**src/rtl/manchester_frame_tx.sv**
```systemverilog
module manchester_frame_tx #(
  parameter int BIT_CYC    = 8,
  parameter int PERIOD_CYC = 11400
) (
  input  logic       clk,
  input  logic       rst_n,
  input  logic       cfg_sync,
  input  logic       cfg_long,
  input  logic       cfg_sv_en,
  input  logic       cfg_wide,
  input  logic       cfg_crc,
  input  logic       sync_pulse,
  input  logic [9:0] data_in,
  input  logic [2:0] sv_in,
  output logic       mod_en,
  output logic       busy
);
  localparam int HALF   = BIT_CYC / 2;
  localparam int HCW    = (HALF > 1) ? $clog2(HALF) : 1;
  localparam int LIM_S  = PERIOD_CYC;
  localparam int LIM_L  = 2 * PERIOD_CYC;
  localparam int TW     = $clog2(LIM_L + 1);
  localparam int FMAX   = 18;

  function automatic logic [FMAX+4:0] pack_frame(input logic sv_en, input logic wide,
      input logic crc, input logic [2:0] sv, input logic [9:0] d);
    logic [14:0] msg;
    logic [FMAX-1:0] f;
    logic [2:0] c;
    logic p, b, fb;
    int mlen;
    msg = '0;
    msg[14:13] = 2'b10;
    mlen = 2;
    if (sv_en) begin
      msg[12:10] = sv;
      mlen = 5;
    end
    if (wide) begin
      msg[14-mlen -: 10] = d;
      mlen = mlen + 10;
    end else begin
      msg[14-mlen -: 8] = d[7:0];
      mlen = mlen + 8;
    end
    c = '0;
    p = 1'b0;
    for (int i = 0; i < 15; i++) begin
      if (i < mlen) begin
        b  = msg[14-i];
        fb = b ^ c[2];
        c  = {c[1:0], 1'b0} ^ {1'b0, fb, fb};
        p  = p ^ b;
      end
    end
    f = {msg, 3'b000};
    if (crc) begin
      f[17-mlen -: 3] = c;
      mlen = mlen + 3;
    end else begin
      f[17-mlen] = p;
      mlen = mlen + 1;
    end
    return {5'(mlen), f};
  endfunction

  logic [FMAX-1:0] sh;
  logic [4:0]      left;
  logic [HCW-1:0]  hc;
  logic            ph;
  logic [TW-1:0]   tmr;
  logic            tick, launch;
  logic [FMAX+4:0] frame;

  assign tick   = tmr >= (cfg_long ? TW'(LIM_L - 1) : TW'(LIM_S - 1));
  assign launch = cfg_sync ? sync_pulse : tick;
  assign frame  = pack_frame(cfg_sv_en, cfg_wide, cfg_crc, sv_in, data_in);
  assign mod_en = busy & ~(sh[FMAX-1] ^ ph);

  always_ff @(posedge clk) begin
    if (!rst_n) begin
      tmr  <= '0;
      sh   <= '0;
      left <= '0;
      hc   <= '0;
      ph   <= 1'b0;
      busy <= 1'b0;
    end else begin
      if (cfg_sync || tick) tmr <= '0;
      else                  tmr <= tmr + 1'b1;
      if (!busy) begin
        if (launch) begin
          {left, sh} <= frame;
          busy <= 1'b1;
          hc   <= '0;
          ph   <= 1'b0;
        end
      end else if (hc == HCW'(HALF - 1)) begin
        hc <= '0;
        ph <= ~ph;
        if (ph) begin
          sh   <= {sh[FMAX-2:0], 1'b0};
          left <= left - 1'b1;
          if (left == 5'd1) busy <= 1'b0;
        end
      end else begin
        hc <= hc + 1'b1;
      end
    end
  end

  logic [4:0] chk_len;
  int         chk_cnt;
  always_ff @(posedge clk) begin
    if (!rst_n) begin
      chk_len <= '0;
      chk_cnt <= 0;
    end else if (!busy && launch) begin
      chk_len <= frame[FMAX+4:FMAX];
      chk_cnt <= 0;
    end else if (busy) begin
      chk_cnt <= chk_cnt + 1;
    end
  end

  assert_busy_span_R8: assert property (@(posedge clk) disable iff (!rst_n)
    $fell(busy) |-> chk_cnt == int'(chk_len) * BIT_CYC);

  assert_mid_edge_R1: assert property (@(posedge clk) disable iff (!rst_n)
    (busy && $rose(ph)) |-> (mod_en != $past(mod_en)));

  assert_start_low_R2: assert property (@(posedge clk) disable iff (!rst_n)
    $rose(busy) |-> (!mod_en && !ph));

  assert_launch_src_R7: assert property (@(posedge clk) disable iff (!rst_n)
    $rose(busy) |-> $past(cfg_sync ? sync_pulse : tick));
endmodule

```
**config.mk**
```make
export PLATFORM = sky130hd
export DESIGN_NAME = manchester_frame_tx
export DESIGN_NICKNAME = d
export VERILOG_FILES = /design/src/rtl/manchester_frame_tx.sv
export SDC_FILE = /design/constraint.sdc
export NUM_CORES = 1
export LEC_CHECK = 0
export CELL_PAD_IN_SITES_DETAIL_PLACEMENT = 0
export CELL_PAD_IN_SITES_GLOBAL_PLACEMENT = 2
export CORE_MARGIN = 2
export CORE_UTILIZATION = 30
export DETAILED_ROUTE_END_ITERATION = 12
export GPL_ROUTABILITY_DRIVEN = 0
export PLACE_DENSITY = 0.74
export SETUP_SLACK_MARGIN = 0.5
export SKIP_CTS_REPAIR_TIMING = 1
export SLEW_MARGIN = 20
export SYNTH_ARGS = -nofsm -noshare
export SYNTH_HDL_FRONTEND = slang
export SYNTH_SLANG_ARGS = --single-unit
```
**constraint.sdc**
```tcl
create_clock -name clk -period 8.6 [get_ports clk]
set_input_delay 0.86 -clock clk [delete_from_list [all_inputs] [get_ports clk]]
set_output_delay 0.86 -clock clk [all_outputs]
set_load 0.02 [all_outputs]
```
Yosys cells after proc, flatten, opt, wreduce, memory -nomap -nowiden
Cells that the tools add are included.
- $add $sub $neg: 11
- $lt $le $gt $ge: 18
- eq/ne operators: 4
- shift-type cells: 6
- mux-type cells: 63
- bitwise gates (word level): 47
- reduce and logical (&&, ||, !) cells: 6
- operator list (operator ; count):
    5-bit by 32-bit less-than comparator with 1-bit output, first input constant ; 7
    4-bit by 32-bit less-than comparator with 1-bit output, first input constant ; 4
    18-bit 2-to-1 mux ; 5
    32-bit negator with 33-bit output ; 2
    32-bit by 5-bit adder with 32-bit output, second input constant ; 2
    3-bit by 32-bit less-than comparator with 1-bit output, first input constant ; 2
    3-bit 2-to-1 mux ; 16
    3-bit by 2-bit XOR with 3-bit output ; 14
    18-bit bitwise mux ; 2
    10-bit by 33-bit variable shift with 24-bit output, first input constant ; 1
    3-bit by 33-bit variable shift with 20-bit output, first input constant ; 1
    8-bit by 33-bit variable shift with 22-bit output, first input constant ; 1
    10-bit by 33-bit indexed part select with 24-bit output ; 1
    3-bit by 33-bit indexed part select with 20-bit output ; 1
    8-bit by 33-bit indexed part select with 22-bit output ; 1
    32-bit by 1-bit greater-or-equal comparator with 1-bit output, second input constant ; 1
    1-bit by 32-bit less-than comparator with 1-bit output, first input constant ; 1
    2-bit by 32-bit less-than comparator with 1-bit output, first input constant ; 1
    32-bit by 7-bit less-than comparator with 1-bit output, second input constant ; 1
    32-bit 2-to-1 mux ; 1
    5-bit by 32-bit subtractor with 32-bit output, first input constant ; 1
    6-bit by 32-bit subtractor with 32-bit output, first input constant ; 1
    15-bit bitwise mux ; 2
    15-bit 2-to-1 mux ; 2
    other kinds (23) ; 84
- register bits: 42
- input bits: 21
- output and inout port bits: 2
- word-level logic and storage cells: 161

Logic depth before layout (Yosys ltp)
Gate-level depths: netlist of the first run.
- depth after elaboration: 53
- depth in mapped cells: 20
- gate-level depth less buffers: 17

Worst setup path after synthesis of the first run
No wires, ideal clock.
- path type: input to register
- start point: input cfg_sv_en
- end point: register sh[8]
- library setup time: 0.132 ns
- arrival: 4.630 ns
- data required time: 8.468 ns
- slack: 3.837 ns
- cell stages on the path: 19
- buffers on the path: 3
- cells stage by stage: buf_6 -> inv_2 -> ha_1 -> clkbuf_1 -> and2_1 -> clkbuf_1 -> a211oi_1 -> nor2_1 -> xnor2_4 -> xnor2_2 -> o211ai_4 -> xor2_1 -> or3_4 -> nand4_4 -> or4b_1 -> o311ai_2 -> nor4_1 -> o311ai_1 -> a21oi_1
- word-level cells in the longest chain between the ends: 47
- elaborated cells on any way between the ends: 115
- those cells by class: add/sub (6); order compare (17); shift (6); mux (43); bitwise (42); reduce/logical (1)
- ends and longest elaborated chain (item ; RTL line ; source):
    start, declared ; 9 ; input logic cfg_sv_en,
    3-bit 2-to-1 mux ; 35 ; if (sv_en) begin
    5-bit by 32-bit subtractor with 32-bit output ; 40, 43 ;
    32-bit negator with 33-bit output ; 40, 43 ;
    10-bit by 33-bit indexed part select with 24-bit output, or another cell as far along ; 40 ; msg[14-mlen -: 10] = d;
    15-bit bitwise mux, on equally long branches ; 40, 43 ;
    15-bit 2-to-1 mux ; 39 ; if (wide) begin
    2-bit 2-to-1 mux ; 49 ; if (i < mlen) begin
    3-bit by 2-bit XOR with 3-bit output ; 52 ; c = {c[1:0], 1'b0} ^ {1'b0, fb, fb};
    (+31 left out) ; -- ;
    1-bit XOR ; 51 ; fb = b ^ c[2];
    3-bit by 2-bit XOR with 3-bit output ; 52 ;
    3-bit 2-to-1 mux ; 49 ;
    3-bit by 33-bit indexed part select with 20-bit output ; 58 ; f[17-mlen -: 3] = c;
    18-bit bitwise mux ; 58 ;
    18-bit 2-to-1 mux (*) ; 57 ; if (crc) begin
    18-bit 2-to-1 mux (*) ; 92 ; if (launch) begin
    18-bit 2-to-1 mux (*) ; 91 ; if (!busy) begin
    end signal, assigned ; 93 ; {left, sh} <= frame;
    end signal, assigned ; 102 ; sh <= {sh[FMAX-2:0], 1'b0};
    end, declared ; 67 ; logic [FMAX-1:0] sh;
Mark *: on every way between the ends. The rest lies on a longest branch, timed or not. The select of a mux whose other input is x is not followed.
A chain may end at the register's enable or synchronous reset.

Worst setup path in the final report of the first run
Same ends and word-level chain as after synthesis.

==> summary.txt, run 1 <==
Setup path
  • Arr. time, crit path: 6.02 ns
  • Critical path data required time: 8.74 ns
  • Worst R2R Setup Slack: 4.71 ns
  • Most frequent CP cell: a21oi_1
  • Worst setup EP type: flip-flop
  • CP max FO: 38
  • Worst path max stage delay: 0.51 ns
  • CP Buf/Inv Count: 3
  • CP top delay family: simple AND/OR/NAND/NOR gates
  • CP cell instances: clkdlybuf4s50_1, buf_4, inv_2, ha_1, and2_1, a211oi_1, nor2_1, xnor2_4, xnor2_2, a221o_1, a21oi_1, or3_4, nand4_4, or4b_1, o311ai_2, nor4_1, o311ai_1, a21oi_1
  • Slowest stage cell, crit path: ha_1
  • Startpoint types: input port
  • Crit Path Class: in -> reg

Global routing
  • Initial antenna violation count: 0
  • Total grt overflow: 0
  • First-pass GRT wire length: 21600 microns
  • All-Layer GR Usage: 0.168
  • Vias in the first global route: 4038
  • Largest net degree at the start of global routing: 39

Clock network
  • H-tree levels: 2
  • Clock latency on the worst-skew pair: 0.29 ns
  • Sink Count: 42
  • TritonCTS Buffers: 5
  • Clock Path Buffers: 2
  • Root buf cell: clkbuf_16
  • CTS tree: yes
  • Clock transition at path regs: 0.06 ns

Synthesis
  • Yosys reg bits: 42
  • Mapped Nets: 605
  • Post-synthesis cell area: 4420 sq um
  • Asr flop ratio synth: 0
  • Post-synth EDFFs: 0
  • Synth Instances: 561
  • Sequential fraction of the synthesis area: 0.190
  • Post-synth top flop: dfxtp_1
  • Synth warn: 0
  • Synth Area per Inst: 7.88 sq um
  • Yosys cell types: 92

Detailed routing
  • Wire per inst: 17.7 microns
  • Remaining DRCs: 0
  • Vias/cell: 5.57
  • Iter 0 DRT Violations: 289
  • Routed wire length: 13100 microns
  • DR pass1 iterations: 5
  • Routed via count: 4124
  • Routed Antenna Nets: 0

Layout
  • # diodes: 0
  • Number of fill cells: 1530
  • Synth-to-layout area growth: 11.1%
  • Final std cells w/o fill: 741
  • Nets: 600
  • Share of cells above drive strength 1: 0.0987

Timing
  • Tcrit/Tclk final: 0.684
  • Slew Viols, Final: 0
  • Final worst path period need: 5.88 ns
  • Final-report hold violation count: 0
  • Total Neg Setup Slack: 0 ns
  • Worst Hold Slack: 0.481 ns
  • Worst slew pin tran: 0.987 ns
  • RSZ-0062 raised after global routing: false
  • Clock skew: 0.00496 ns
  • Final Setup Violations: 0
  • Rel. slew slack: 0.340
  • Fmax achieved: 0.170 GHz

Floorplanning
  • Die extent in y: 125 microns
  • Initial core utilization: 0.305
  • Core ar.: 14500 sq um
  • Rows: 44
  • Die Area: 15700 sq um
  • Chip Width: 125 microns
  • I/O Pins: 23

Place
  • Placed cell count: 733
  • IO Port Bufs: 22
  • DP Wirelength: 9840 microns

Power and ir drop
  • Max rail drop VDD: 96.6 uV
  • Pwr/cell area: 185 nW/um^2
  • Pleak: 1.84 nW

Flow run
  • Max cap viols: 0

Run status
  • Status: finished clean

Worst hold path
  • HP Class: reg -> reg
per-layer routing:
metal	track usage	up-vias	routed length, microns
li1	-	2038	-
met1	0.236	1966	6400
met2	0.272	104	6110
met3	0.0163	16	422
met4	0.0542	0	208
met5	0	-	0
Yosys cell counts (4+ instances only):
| library cell | number | area [sq um] |
|---|---|---|
| nor2_1 | 62 | 233 |
| nand2_1 | 49 | 184 |
| dfxtp_1 | 42 | 841 |
| a21oi_1 | 39 | 195 |
| clkbuf_1 | 35 | 131 |
| nand3_1 | 26 | 130 |
| ha_1 | 23 | 288 |
| o21ai_0 | 21 | 105 |
| xor2_1 | 20 | 175 |
| xnor2_1 | 19 | 166 |
| nor3_1 | 18 | 90.1 |
| mux2i_1 | 16 | 160 |
| inv_1 | 12 | 45.0 |
| a31oi_1 | 11 | 68.8 |
| nor2b_1 | 10 | 62.6 |
| a211oi_1 | 9 | 67.6 |
| nand2b_1 | 8 | 50.1 |
| mux2_2 | 7 | 78.8 |
| o211ai_1 | 7 | 52.6 |
| or3_1 | 6 | 37.5 |
| a21o_1 | 5 | 37.5 |
| a22oi_1 | 5 | 37.5 |
| and2_1 | 5 | 31.3 |
| and3_1 | 5 | 31.3 |
| a221oi_1 | 4 | 35.0 |
| mux4_2 | 4 | 90.1 |
| nor4_1 | 4 | 25.0 |
cell usage in the layout (no fill, tap or decap), drive strengths merged, types with 3 or more instances in the layout:
cell type | Yosys | routed
o311ai | 6 | 6
clkbuf | 35 | 5
clkdlybuf4s50 | 0 | 21
a22oi | 6 | 6
a221oi | 4 | 4
a31oi | 11 | 11
a21o | 5 | 5
ha | 23 | 23
mux4 | 4 | 4
o22ai | 4 | 4
nand4 | 3 | 3
nor2 | 62 | 62
o21bai | 3 | 3
mux2i | 17 | 17
and3 | 6 | 6
o211ai | 8 | 8
dfxtp | 42 | 42
a211oi | 9 | 9
nor3 | 18 | 18
xnor2 | 23 | 23
nor4 | 5 | 5
nand2 | 49 | 49
mux2 | 9 | 9
nand3 | 27 | 27
inv | 13 | 13
o21ai | 23 | 23
nor2b | 10 | 10
a21oi | 39 | 39
xnor3 | 4 | 4
or3 | 9 | 9
buf | 4 | 6
xor2 | 22 | 22
nand2b | 8 | 8
and2 | 6 | 6
state kept, by name, summed over array words and instances, names as in the netlist:
signal / count
sh: 18
tmr: 15
left: 5
hc: 2
busy: 1
ph: 1
stage by stage:
stage	setup WS, ns	util	total power, mW	cell area [sq um]
after global routing	2.33	0.339	0.971	4910
final	2.72	0.339	0.909	4910
after global placement	2.23	0.328	0.689	4750
after CTS	2.37	0.340	0.915	4920
after floorplan	3.84	-	0.592	4420
after detailed placement	2.08	0.328	0.692	4750
power breakdown:
group,internal (mW),switching (mW)
Combinational,0.202,0.277
Clock,0.137,0.0845
Sequential,0.203,0.00638
Total,0.541,0.368
cells by family (layout without fill, tap and decap cells):
group                      after synthesis  after routing  synth area share
adders and majority gates               23             23            0.0651
DFF                                     42             42             0.190
xor gates and xnor gates                49             49             0.125
buffers and inverters                   52             48            0.0481
AOI/OAI and AO/OA                      147            147             0.234
and+or+nand+nor                        218            218             0.252
muxes                                   30             30            0.0855
worst paths after layout:
kind,startpoint,to,cells past startpoint
setup / recovery,cfg_sv_en,sh[8],18
hold / removal,tmr[0],tmr[0],1
setup reg to reg,tmr[3],sh[6],16
hold reg to reg,tmr[0],tmr[0],1
cell type report:
class	count	area (sq um)	area share
well taps	184	230	0.0469
clock buffers	5	125	0.0255
repair buffers	27	253	0.0515
flip-flops and latches	42	841	0.171
inverters	13	48.8	0.00994
multi-input cells	467	3370	0.686
clock inverters	3	45.0	0.00917
No activity file was read; power rests on OpenSTA's default activity.
==> inputs of run 2 (changes only) <==
Clock period 8.6 ns to 5.64 ns, I/O delays scaled along.
==> run 2 against run 1 <==
Via count rose by 1.1%. Clock skew barely moved. Largest power group unchanged. Non-clock buffer count rose by 17. First-iteration DRC count fell by 4.8%. Wire length rose by 3.1%. Clock power rose by 25%. Critical path type unchanged. Critical endpoint unchanged. Final area rose by 3.7%. Highest routed layer unchanged. Critical path depth fell by 2.
==> summary.txt, run 2 (same netlist as run 1, synthesis figures left out) <==
Run status
  • Status: finished clean

Detailed routing
  • Routed Antenna Nets: 0
  • Remaining DRCs: 0
  • Routed via count: 4170
  • Wire per inst: 17.9 microns
  • Vias/cell: 5.51
  • Routed wire length: 13600 microns
  • Iter 0 DRT Violations: 275
  • DR pass1 iterations: 5

Timing
  • Slew Viols, Final: 0
  • Clock skew: 0.00541 ns
  • Tcrit/Tclk final: 0.872
  • Worst slew pin tran: 1.01 ns
  • Final-report hold violation count: 0
  • RSZ-0062 raised after global routing: false
  • Final worst path period need: 4.92 ns
  • Total Neg Setup Slack: 0 ns
  • Fmax achieved: 0.203 GHz
  • Final Setup Violations: 0
  • Worst Hold Slack: 0.469 ns
  • Rel. slew slack: 0.325

Clock network
  • TritonCTS Buffers: 5
  • Clock Path Buffers: 2
  • Root buf cell: clkbuf_16
  • Clock latency on the worst-skew pair: 0.29 ns
  • CTS tree: yes
  • H-tree levels: 2
  • Sink Count: 42
  • Clock transition at path regs: 0.06 ns

Layout
  • Most common cell after layout, fill and taps aside: nor2_1
  • # diodes: 0
  • Sequential standard cell area: 841 sq um
  • Biggest register: sh
  • Commonest non-fill, non-tap cells in the layout: nor2_1 (61), nand2_1 (49), dfxtp_1 (42)
  • Synth-to-layout area growth: 15.1%
  • Max reg flops: 18
  • Share of cells above drive strength 1: 0.129
  • Top flop regs: sh x18, tmr x15, left x5
  • Number of fill cells: 1526
  • Nets: 617
  • Multi-input gate area: 3420 sq um

Global routing
  • Met1 GRT Util: 0.243
  • Vias in the first global route: 4101
  • GR Util met3: 0.0158
  • Busiest metal layer after global routing: met2
  • Total grt overflow: 0
  • Largest net degree at the start of global routing: 29
  • All-Layer GR Usage: 0.173
  • First-pass GRT wire length: 22300 microns
  • Initial antenna violation count: 0
  • Grt met2 use: 0.281

Floorplanning
  • Rows: 44
  • Die extent in y: 125 microns
  • Initial core utilization: 0.305
  • Die Area: 15700 sq um
  • I/O Pins: 23
  • Chip Width: 125 microns
  • Core ar.: 14500 sq um

Setup path
  • CP Buf/Inv Count: 1
  • Arr. time, crit path: 5.06 ns
  • Crit Path Class: in -> reg
  • Worst path max stage delay: 0.59 ns
  • Slowest stage cell, crit path: mux4_2
  • CP cell instances: clkdlybuf4s50_1, mux4_2, xnor2_4, xnor3_2, nand2b_1, and2b_1, xnor2_2, a221o_1, a21oi_2, or3_4, nand4_4, or4b_1, o311ai_4, nor4_1, o311ai_1, a21oi_1
  • Worst setup EP type: flip-flop
  • Startpoint types: input port
  • CP max FO: 6
  • CP top delay family: simple AND/OR/NAND/NOR gates
  • Critical path data required time: 5.78 ns

Power and ir drop
  • Total Power: 1.39 mW
  • Max rail drop VDD: 106 uV
  • Pleak: 1.96 nW
  • Pwr/cell area: 273 nW/um^2

Flow run
  • Max cap viols: 0

Worst hold path
  • HP Class: reg -> reg

Place
  • IO Port Bufs: 22
  • DP Wirelength: 10200 microns
-- run 2: changes by cell type in the layout (fill, tap and decap cells not counted), moves of 2 or more --
cell | previous run | this run
clkbuf_1 | 0 | 2
dlymetal6s2s_1 | 0 | 2
buf_4 | 5 | 20
clkinvlp_4 | 2 | 0
-- run 2: where the power goes --
| part | leakage, nW | total (mW) | switching [mW] | internal, mW |
|---|---|---|---|---|
| clock network | 0.0640 | 0.277 | 0.115 | 0.162 |
| logic | 1.55 | 0.791 | 0.444 | 0.347 |
| registers | 0.341 | 0.322 | 0.0132 | 0.309 |
-- run 2: metrics by stage --
step / setup slack (ns) / util / instances / area [sq um]
after detailed placement: 0.265 / 0.335 / 745 / 4850
after floorplan: 1.17 / - / 561 / 4420
after CTS: 0.548 / 0.344 / 752 / 4980
final: 0.720 / 0.352 / 757 / 5090
after global placement: 0.266 / 0.335 / 745 / 4850
after global routing: 0.514 / 0.352 / 757 / 5090
-- run 2: cell type report --
type                    instances  area share
multi-input cells             467       0.671
flip-flops and latches         42       0.165
repair buffers                 44      0.0826
well taps                     184      0.0452
clock buffers                   7      0.0261
inverters                      13     0.00958
-- run 2: path summary, 6_finish.rpt --
path | start | to | slack (ns) | cells after the start
worst max register to register | tmr[0] | sh[7] | 1.87 | 16
worst min register to register | sh[0] | sh[0] | 0.47 | 2
worst max-delay path | data_in[4] | sh[8] | 0.72 | 16
worst min-delay path | sh[0] | sh[0] | 0.47 | 2
-- run 2: routing by layer --
metal | share of wire | wire length [microns] | up-vias
met1 | 0.48 | 6560 | 1968
met4 | 0.018 | 246 | 0
met3 | 0.044 | 593 | 20
met2 | 0.45 | 6150 | 108
met5 | 0 | 0 | -
li1 | - | - | 2074
-- run 2: worst reg2reg max path: stages, from the launching register on --
cell       delay (ns)
dfxtp_1          0.35
ha_1             0.26
a21oi_1          0.13
o21ai_0          0.10
a21o_1           0.19
a211o_1          0.28
a21oi_1          0.18
o21bai_1         0.08
a21o_1           0.18
a21o_1           0.18
mux2i_1          0.42
nor2_1           0.08
buf_4            0.22
nor2_1           0.32
buf_4            0.30
a2111oi_0        0.13
a221oi_1         0.27
